File: src/rtl/inchg_pkg.sv
package inchg_pkg;
  typedef enum logic [1:0] {
    ADR_CHG  = 2'd0,
    ADR_STAT = 2'd1,
    ADR_MASK = 2'd2,
    ADR_EN   = 2'd3
  } reg_addr_e;

  // nonzero when any bit is set in both operands
  function automatic logic both_set(input logic [31:0] a, input logic [31:0] b);
    return |(a & b);
  endfunction

  // new flag value: a clearing read keeps only events of this cycle
  function automatic logic [31:0] flag_next(input logic [31:0] cur,
                                            input logic [31:0] evt,
                                            input logic        clr);
    return clr ? evt : (cur | evt);
  endfunction
endpackage

File: src/rtl/inchg_sync.sv
module inchg_sync #(
  parameter int NUM_IN = 4,
  parameter int STAGES = 2
) (
  input  logic              clk,
  input  logic              rst_n,
  input  logic [NUM_IN-1:0] pin,
  output logic [NUM_IN-1:0] level,
  output logic [NUM_IN-1:0] chg
);
  generate
    for (genvar i = 0; i < NUM_IN; i++) begin : g_pin
      logic [STAGES-1:0] chain;
      logic              prev;
      always_ff @(posedge clk or negedge rst_n) begin
        if (!rst_n) begin
          chain <= '0;
          prev  <= 1'b0;
        end else begin
          chain <= {chain[STAGES-2:0], pin[i]};
          prev  <= chain[STAGES-1];
        end
      end
      assign level[i] = chain[STAGES-1];
      assign chg[i]   = chain[STAGES-1] ^ prev;
    end
  endgenerate
endmodule

File: src/rtl/inchg_flags.sv
module inchg_flags
  import inchg_pkg::*;
#(
  parameter int NUM_IN = 4
) (
  input  logic              clk,
  input  logic              rst_n,
  input  logic [NUM_IN-1:0] chg,
  input  logic [NUM_IN-1:0] en,
  input  logic              rd_clr,
  output logic [NUM_IN-1:0] flags,
  output logic              summ
);
  logic              hit;
  logic [31:0]       fl_n32;
  logic [NUM_IN-1:0] flags_n;

  assign hit     = both_set(32'(chg), 32'(en));
  assign fl_n32  = flag_next(32'(flags), 32'(chg), rd_clr);
  assign flags_n = fl_n32[NUM_IN-1:0];

  always_ff @(posedge clk or negedge rst_n) begin
    if (!rst_n) begin
      flags <= '0;
      summ  <= 1'b0;
    end else begin
      flags <= flags_n;
      summ  <= rd_clr ? hit : (summ | hit);
    end
  end


  flags_clear_chk: assert property (@(posedge clk) disable iff (!rst_n)
    (rd_clr && chg == '0) |=> (flags == '0 && !summ));


  flag_set_chk: assert property (@(posedge clk) disable iff (!rst_n)
    (chg != '0) |=> ((flags & $past(chg)) == $past(chg)));


  en_gate_chk: assert property (@(posedge clk) disable iff (!rst_n)
    (!summ && (chg & en) == '0) |=> !summ);
endmodule

File: src/rtl/inchg_stat.sv
module inchg_stat
  import inchg_pkg::*;
#(
  parameter int STAT_W = 8
) (
  input  logic              clk,
  input  logic              rst_n,
  input  logic [STAT_W-2:0] src,
  input  logic              summ,
  input  logic [STAT_W-1:0] mask,
  output logic [STAT_W-1:0] status,
  output logic              irq_n
);
  logic [STAT_W-2:0] low_q;

  always_ff @(posedge clk or negedge rst_n) begin
    if (!rst_n) low_q <= '0;
    else        low_q <= src;
  end

  assign status = {summ, low_q};
  assign irq_n  = ~both_set(32'(status), 32'(mask));


  stat_follow_chk: assert property (@(posedge clk) disable iff (!rst_n)
    1'b1 |=> (status[STAT_W-2:0] == $past(src)));


  irq_mask_chk: assert property (@(posedge clk) disable iff (!rst_n)
    (mask == '0) |-> irq_n);
endmodule

File: src/rtl/inchg_irq_ctrl.sv
module inchg_irq_ctrl
  import inchg_pkg::*;
#(
  parameter int NUM_IN      = 4,
  parameter int SYNC_STAGES = 2
) (
  input  logic                  clk,
  input  logic                  rst_n,
  input  logic [NUM_IN-1:0]     pin_in,
  input  logic [2*NUM_IN-2:0]   src_stat,
  input  logic                  wr_en,
  input  logic                  rd_en,
  input  logic [1:0]            addr,
  input  logic [2*NUM_IN-1:0]   wdata,
  output logic [2*NUM_IN-1:0]   rdata,
  output logic                  irq_n
);
  localparam int REG_W = 2 * NUM_IN;

  logic [NUM_IN-1:0] level, chg, flags, en_q;
  logic [REG_W-1:0]  mask_q, status;
  logic              summ, rd_clr;

  assign rd_clr = rd_en && (addr == ADR_CHG);

  inchg_sync #(.NUM_IN(NUM_IN), .STAGES(SYNC_STAGES)) u_sync (
    .clk(clk), .rst_n(rst_n), .pin(pin_in), .level(level), .chg(chg));

  inchg_flags #(.NUM_IN(NUM_IN)) u_flags (
    .clk(clk), .rst_n(rst_n), .chg(chg), .en(en_q), .rd_clr(rd_clr),
    .flags(flags), .summ(summ));

  inchg_stat #(.STAT_W(REG_W)) u_stat (
    .clk(clk), .rst_n(rst_n), .src(src_stat), .summ(summ), .mask(mask_q),
    .status(status), .irq_n(irq_n));

  always_ff @(posedge clk or negedge rst_n) begin
    if (!rst_n) begin
      mask_q <= '0;
      en_q   <= '0;
    end else if (wr_en) begin
      if (addr == ADR_MASK) mask_q <= wdata;
      if (addr == ADR_EN)   en_q   <= wdata[NUM_IN-1:0];
    end
  end

  always_comb begin
    case (addr)
      ADR_CHG:  rdata = {flags, level};
      ADR_STAT: rdata = status;
      ADR_MASK: rdata = mask_q;
      default:  rdata = {{(REG_W-NUM_IN){1'b0}}, en_q};
    endcase
  end


  stat_read_chk: assert property (@(posedge clk) disable iff (!rst_n)
    (rd_en && addr == ADR_STAT && chg == '0) |=> (summ == $past(summ)));
endmodule

File: config.mk
export PLATFORM = sky130hd
export DESIGN_NAME = inchg_irq_ctrl
export DESIGN_NICKNAME = d
export VERILOG_FILES = /design/src/rtl/inchg_pkg.sv /design/src/rtl/inchg_sync.sv /design/src/rtl/inchg_flags.sv /design/src/rtl/inchg_stat.sv /design/src/rtl/inchg_irq_ctrl.sv
export SDC_FILE = /design/constraint.sdc
export NUM_CORES = 1
export LEC_CHECK = 0
export ABC_AREA = 1
export BUFFER_PORTS_ARGS = -buffer_cell sky130_fd_sc_hd__buf_2
export CELL_PAD_IN_SITES_DETAIL_PLACEMENT = 0
export CELL_PAD_IN_SITES_GLOBAL_PLACEMENT = 1
export CORE_MARGIN = 5
export CORE_UTILIZATION = 42
export CTS_BUF_LIST = sky130_fd_sc_hd__clkbuf_16
export DETAILED_ROUTE_END_ITERATION = 10
export HOLD_SLACK_MARGIN = 0.02
export PLACE_DENSITY = 0.9
export SKIP_LAST_GASP = 1
export SYNTH_ARGS = -nofsm -noshare
export SYNTH_HDL_FRONTEND = slang
export SYNTH_SLANG_ARGS = --single-unit
File: constraint.sdc
create_clock -name clk -period 2.9 [get_ports clk]
set_clock_uncertainty 0.15 [all_clocks]
set_input_delay 0.29 -clock clk [delete_from_list [all_inputs] [get_ports clk]]
set_output_delay 0.29 -clock clk [all_outputs]
set_load 0.1 [all_outputs]
==> metrics, run 1 <==
f_max=approximately 500 MHz; Total Nets Final=about 240; Max-Slew Margin vs Limit=about half; GRT overflow=0; crit path DAT=roughly 1.6 ns; minimum clock period=~2.0 ns; Die H=approximately 69 microns; residual DRC count=0; antenna cells=0; PwrDens=around 750 nW/um^2; Mapped Cells=160; CP max stage delay=around 0.43 ns; largest net degree at the start of global routing=37; die width=about 69 microns; site row count=21; critical path required time=about 2.5 ns; clock root cell=clkbuf_16; RSZ-0062 raised after global routing=no; Core ar.=~3300 sq um; Yosys cell types=13; initial antenna violation count=0; clock latency on the worst-skew pair=0.28 ns; Worst path top cell family by delay=simple AND/OR/NAND/NOR gates; CP dominant cell by count=buf_2; Min-Delay Path Class=in -> reg; Final Hold Vio Count=0; Mean Syn Cell Area=approximately 9.1 sq um; CTS buffer count=5; placer congestion estimate=around 0.8; # H-tree levels=2; register-to-register setup slack=roughly 1.8 ns; first-pass iteration count of the detailed router=4; DP Worst Slack=between 0.9 and 1 ns; TritonCTS Sinks=36; hpwl dp=2290 microns; sequential share of the synthesized area=between 60% and 70%; setup_tns=0 ns; Cell Chain, Critical Path=buf_2 > inv_1 > nor2_1 > nand2_1 > nand4_1 > buf_2; Least-Margin Pin Slew=around 0.77 ns; die area=about 4700 sq um; CTS tree=yes; Buffers on Ports=33; routed vias/inst=roughly 4.8; status=finished clean; WL per Instance=between 10 and 15 microns; First DRT Iteration DRCs=slightly above 50; CP endpoint kind=output pin; starting density of the core=between 40% and 50%; Via Count=1235; WL final=roughly 3100 microns; Synth warnings=0; Power Total=about 1.5 mW; critical path class=in -> out; Max VDD drop=0.000473 V; LEAKAGE=between 1 and 1.5 nW; Max Fanout on Critical Path=8; Max Root-Sink Buffers=2; register bit count reported by yosys=36; vias in the first global route=approximately 1.2k; final-report max-slew violation count=0; slowest CP cell=buf_2; clock-pin slew of the registers on the worst-case setup and hold paths=roughly 0.06 ns; Max Cap Violations=0; layout cell share with drive strength beyond 1=between 20% and 30%; Post-DRT Antenna Nets=0; crit share post-route=between 60% and 70%; Buf+Inv Stages, Crit Path=3; Global Route Usage Sum=15.6%; setup bufs post-CTS=0; syn_nets=around 190; CP startpoint kind=primary input; Ports=34; Final WS setup=just over 0.9 ns; Area Growth Syn to Fin=34.0%; number of setup violations in the final report=0; Cell Area, Synth=between 1000 and 1500 sq um; first-pass GRT wire length=between 5000 and 6000 microns
metal layers:
metal,global-route usage [%],wire length [microns],vias up
met4,5.11,56,0
met3,3.89,174,7
met5,0,0,-
met1,19.7,1360,583
met2,26.2,1550,42
li1,-,-,603
cell type report:
| cell class | count | area [sq um] |
|---|---|---|
| Inverter | 17 | 63.8 |
| Tap cell | 46 | 57.6 |
| Clock buffer | 5 | 125 |
| Sequential cell | 36 | 901 |
| Timing Repair Buffer | 45 | 285 |
| Clock inverter | 3 | 46.3 |
| Fill cell | 315 | 1390 |
| Multi-Input combinational cell | 105 | 473 |
cells in the mapped netlist:
| master | n | share of area [%] |
|---|---|---|
| buf_4 | 1 | 0.52 |
| dfrtp_1 | 36 | 62 |
| o21ai_0 | 4 | 1.4 |
| a22o_1 | 3 | 1.8 |
| nand2_1 | 69 | 18 |
| o21ai_2 | 4 | 2.4 |
| nand2_2 | 2 | 0.86 |
| nand4_1 | 6 | 2.6 |
| nand3_1 | 11 | 3.8 |
| inv_1 | 17 | 4.4 |
| nor2_1 | 4 | 1.0 |
| buf_6 | 1 | 0.77 |
| nor2_2 | 2 | 0.86 |
cell families (layout without fill, tap and decap cells):
kind of cell           Yosys count  after routing  synth area share, %
and+or+nand+nor                 94             94                 26.9
AOI/OAI and AO/OA               11             11                 5.58
buffers and inverters           19             70                 5.67
DFF                             36             36                 61.9
cells in the final DEF (no fill, tap or decap):
cell / n
clkinvlp_4: 1
nand2_1: 69
buf_2: 33
a22o_1: 3
nor2_1: 4
o21ai_2: 4
bufinv_16: 1
dfrtp_1: 36
nand2_2: 2
inv_6: 1
nand4_1: 6
clkbuf_16: 5
inv_1: 17
nand3_1: 11
dlygate4sd3_1: 12
nor2_2: 2
o21ai_0: 4
path summary, 6_finish.rpt:
path | startpoint | end | cells past startpoint
worst min-delay path | wdata[6] | mask_q[6] | 3
min in group asynchronous | rst_n | u_flags.flags[3] | 2
max in group asynchronous | rst_n | mask_q[2] | 2
worst min register to register | u_sync.g_pin[2].chain[0] | u_sync.g_pin[2].chain[1] | 0
worst max-delay path | addr[0] | rdata[1] | 6
worst max register to register | u_sync.g_pin[1].chain[1] | u_flags.summ | 6
sequential cells by signal (all words and copies together) (netlist names):
signal,cells
u_flags.summ,1
u_stat.low_q,7
u_sync.g_pin.prev,4
u_flags.flags,4
u_sync.g_pin.chain,8
en_q,4
mask_q,8
worst reg2reg max path, stage by stage (launching register included):
cell and delay [ns]:
dfrtp_1 0.41, inv_1 0.07, nand2_1 0.06, nand3_1 0.07, nand2_1 0.05, nor2_1 0.09
nand2_1 0.06
where the power goes:
part | switching (mW) | leakage (nW) | internal [mW]
Combinational | 0.204 | 0.514 | 0.0697
Sequential | 0.0331 | 0.418 | 0.547
Clock | 0.205 | 0.0804 | 0.408
stage by stage:
| stage | utilization, % | cell area, sq um | instances | hold WS (ns) |
|---|---|---|---|---|
| floorplan | - | 1460 | 160 | -0.156 |
| global placement | 49.8 | 1660 | 237 | 0.182 |
| detailed placement | 49.8 | 1660 | 237 | 0.186 |
| CTS | 58.5 | 1950 | 257 | 0.100 |
| global route | 58.5 | 1950 | 257 | 0.116 |
| finish | 58.5 | 1950 | 257 | 0.102 |
what timing repair did:
action	in CTS	in global routing
hold buffers	12	0
endpoints found under the hold margin	47	0
gates resized for setup	0	0
No activity file was read; power rests on OpenSTA's default activity.
==> run 2, diff against run 1 <==
--- a/config.mk
+++ b/config.mk
@@ -10,11 +10,11 @@
 export CELL_PAD_IN_SITES_DETAIL_PLACEMENT = 0
 export CELL_PAD_IN_SITES_GLOBAL_PLACEMENT = 1
 export CORE_MARGIN = 5
-export CORE_UTILIZATION = 42
+export CORE_UTILIZATION = 35
 export CTS_BUF_LIST = sky130_fd_sc_hd__clkbuf_16
 export DETAILED_ROUTE_END_ITERATION = 10
 export HOLD_SLACK_MARGIN = 0.02
-export PLACE_DENSITY = 0.9
+export PLACE_DENSITY = 0.81
 export SKIP_LAST_GASP = 1
 export SYNTH_ARGS = -nofsm -noshare
 export SYNTH_HDL_FRONTEND = slang
==> constraint.sdc (replaced) <==
create_clock -name clk -period 1.6 [get_ports clk]
set_clock_uncertainty 0.15 [all_clocks]
set_input_delay 0.16 -clock clk [delete_from_list [all_inputs] [get_ports clk]]
set_output_delay 0.16 -clock clk [all_outputs]
set_load 0.1 [all_outputs]
==> metrics, run 2 (same netlist as run 1, synthesis figures left out) <==
status=finished clean; die area=5550 sq um; Post-DRT Antenna Nets=0; Die H=roughly 75 microns; commonest non-fill, non-tap cell in the layout=nand2_1; Core ar.=approximately 4000 sq um; WHS Path Cells=3; residual DRC count=0; worst r2r path cells=6; clock-pin slew of the registers on the worst-case setup and hold paths=~0.05 ns; crit path DAT=1.25 ns; Ports=34; Flop pwr share=between 30 and 40%; clock network power share=38.5%; vias in the first global route=~1.2k; Area Growth Syn to Fin=53.4%; Internal Power=~2.0 mW; clock root cell=clkbuf_16; CP endpoint kind=output pin; f_max=around 640 MHz; WL final=approximately 3300 microns; # resized after CTS=0; Max VDD drop=0.000742 V; Global Route Usage Sum=between 10% and 20%; hold endpoint=mask_q[4]; PwrDens=roughly 1200 nW/um^2; number of setup violations in the final report=0; placer congestion estimate=0.817; most frequent cells in the layout=nand2_1, dfrtp_1, buf_2, dlygate4sd3_1, inv_1; area of the multi-input gates=505 sq um; FF/Latch Area=~900 sq um; first-pass iteration count of the detailed router=4; Max-Slew Margin vs Limit=approximately 73%; Max Cap Violations=0; critical path required time=about 1.3 ns; first-pass GRT wire length=approximately 5400 microns; CP startpoint kind=flop; switching share of power=~30%; starting density of the core=between 30% and 40%; antenna cells=0; final-report max-slew violation count=0; RR Endpoint=u_flags.summ; RSZ-0062 raised after global routing=yes; layout cell share with drive strength beyond 1=between 20% and 30%; Max Fanout on Critical Path=3; crit share post-route=between 90% and 100%; CTS buffer count=5; First DRT Iteration DRCs=22; Final Hold Vio Count=0; largest net degree at the start of global routing=37; net switching power=0.810 mW; routed vias/inst=between 4 and 5; setup_tns=0 ns; clock latency on the worst-skew pair=~0.27 ns; # H-tree levels=2; critical path class=reg -> out; GRT overflow=0; Design Area, Final=2230 sq um; register-to-register setup slack=around 0.55 ns; Min-Delay Path Class=in -> reg; initial antenna violation count=0; Gate power share=between 20% and 30%; WL per Instance=approximately 12 microns; RR Startpoint=u_sync.g_pin[2].chain[1]; TritonCTS Sinks=36; Buffers on Ports=33; placed inst area=~1900 sq um; Max Root-Sink Buffers=2; CTS tree=yes; die width=roughly 75 microns; Total Nets Final=around 250; hold path start=wr_en; site row count=23; hpwl dp=2360 microns; # fillers=about 350; top flop regs=mask_q x8, u_sync.g_pin.chain x8, u_stat.low_q x7; DP Worst Slack=between 0.15 and 0.2 ns; Via Count=about 1.2k; minimum clock period=roughly 1.6 ns; Final WS setup=0.0394 ns; LEAKAGE=about 1.1 nW; Least-Margin Pin Slew=0.402 ns
## run 2: metrics by stage
stage,hold WS (ns),power (mW),util (%),std cells
finish,0.0520,2.78,55.5,272
global route,0.0595,2.91,55.5,272
CTS,0.0556,2.80,55.3,271
detailed placement,-0.0127,1.69,46.2,243
global placement,-0.0166,1.68,46.2,243
floorplan,-0.286,1.45,-,160
## run 2: worst max-delay path by stage
stage | from | endpoint | slack [ns] | depth (start not counted)
after floorplan | mask_q[0] | rdata[0] | -0.04 | 2
after global placement | addr[1] | rdata[0] | 0.18 | 5
after detailed placement | addr[1] | rdata[0] | 0.19 | 5
after CTS | mask_q[2] | irq_n | 0.02 | 4
after global routing | mask_q[5] | irq_n | -0.01 | 4
final | mask_q[2] | irq_n | 0.04 | 4
## run 2: repair_timing
item	4_1_cts	5_1_grt
hold buffers	20	0
setup endpoints to repair	0	1
hold endpoints to repair	55	0
setup buffers	0	1
## run 2: final cells by class
| type | instances | share of cell area (%) |
|---|---|---|
| sequential | 36 | 40.3 |
| timing repair buffer | 56 | 24.0 |
| multi-input combinational | 105 | 22.6 |
| clock buffer | 5 | 5.60 |
| inverter | 17 | 2.97 |
| tap | 50 | 2.80 |
| clock inverter | 3 | 1.74 |
## run 2: critical path, cell delays in order, from the launching register on
cell	delay, ns
dfrtp_1	0.39
nand2_1	0.07
nand4_1	0.18
nor2_4	0.16
buf_12	0.18
## run 2: power groups by stage
| stage | clock (mW) | combinational (mW) | sequential, mW |
|---|---|---|---|
| 2_1_floorplan | 0 | 0.396 | 1.05 |
| 3_3_place_gp | 0 | 0.614 | 1.07 |
| 3_5_place_dp | 0 | 0.620 | 1.07 |
| 6_report | 1.07 | 0.658 | 1.05 |
| 4_1_cts | 1.08 | 0.658 | 1.05 |
| 5_1_grt | 1.15 | 0.703 | 1.06 |
## run 2: metal layers
metal / track usage, % / wire, microns / up-vias
met5: 0 / 0 / -
met4: 5.73 / 85 / 0
met3: 5.81 / 150 / 9
met2: 20.1 / 1590 / 27
met1: 16.5 / 1460 / 557
li1: - / - / 632
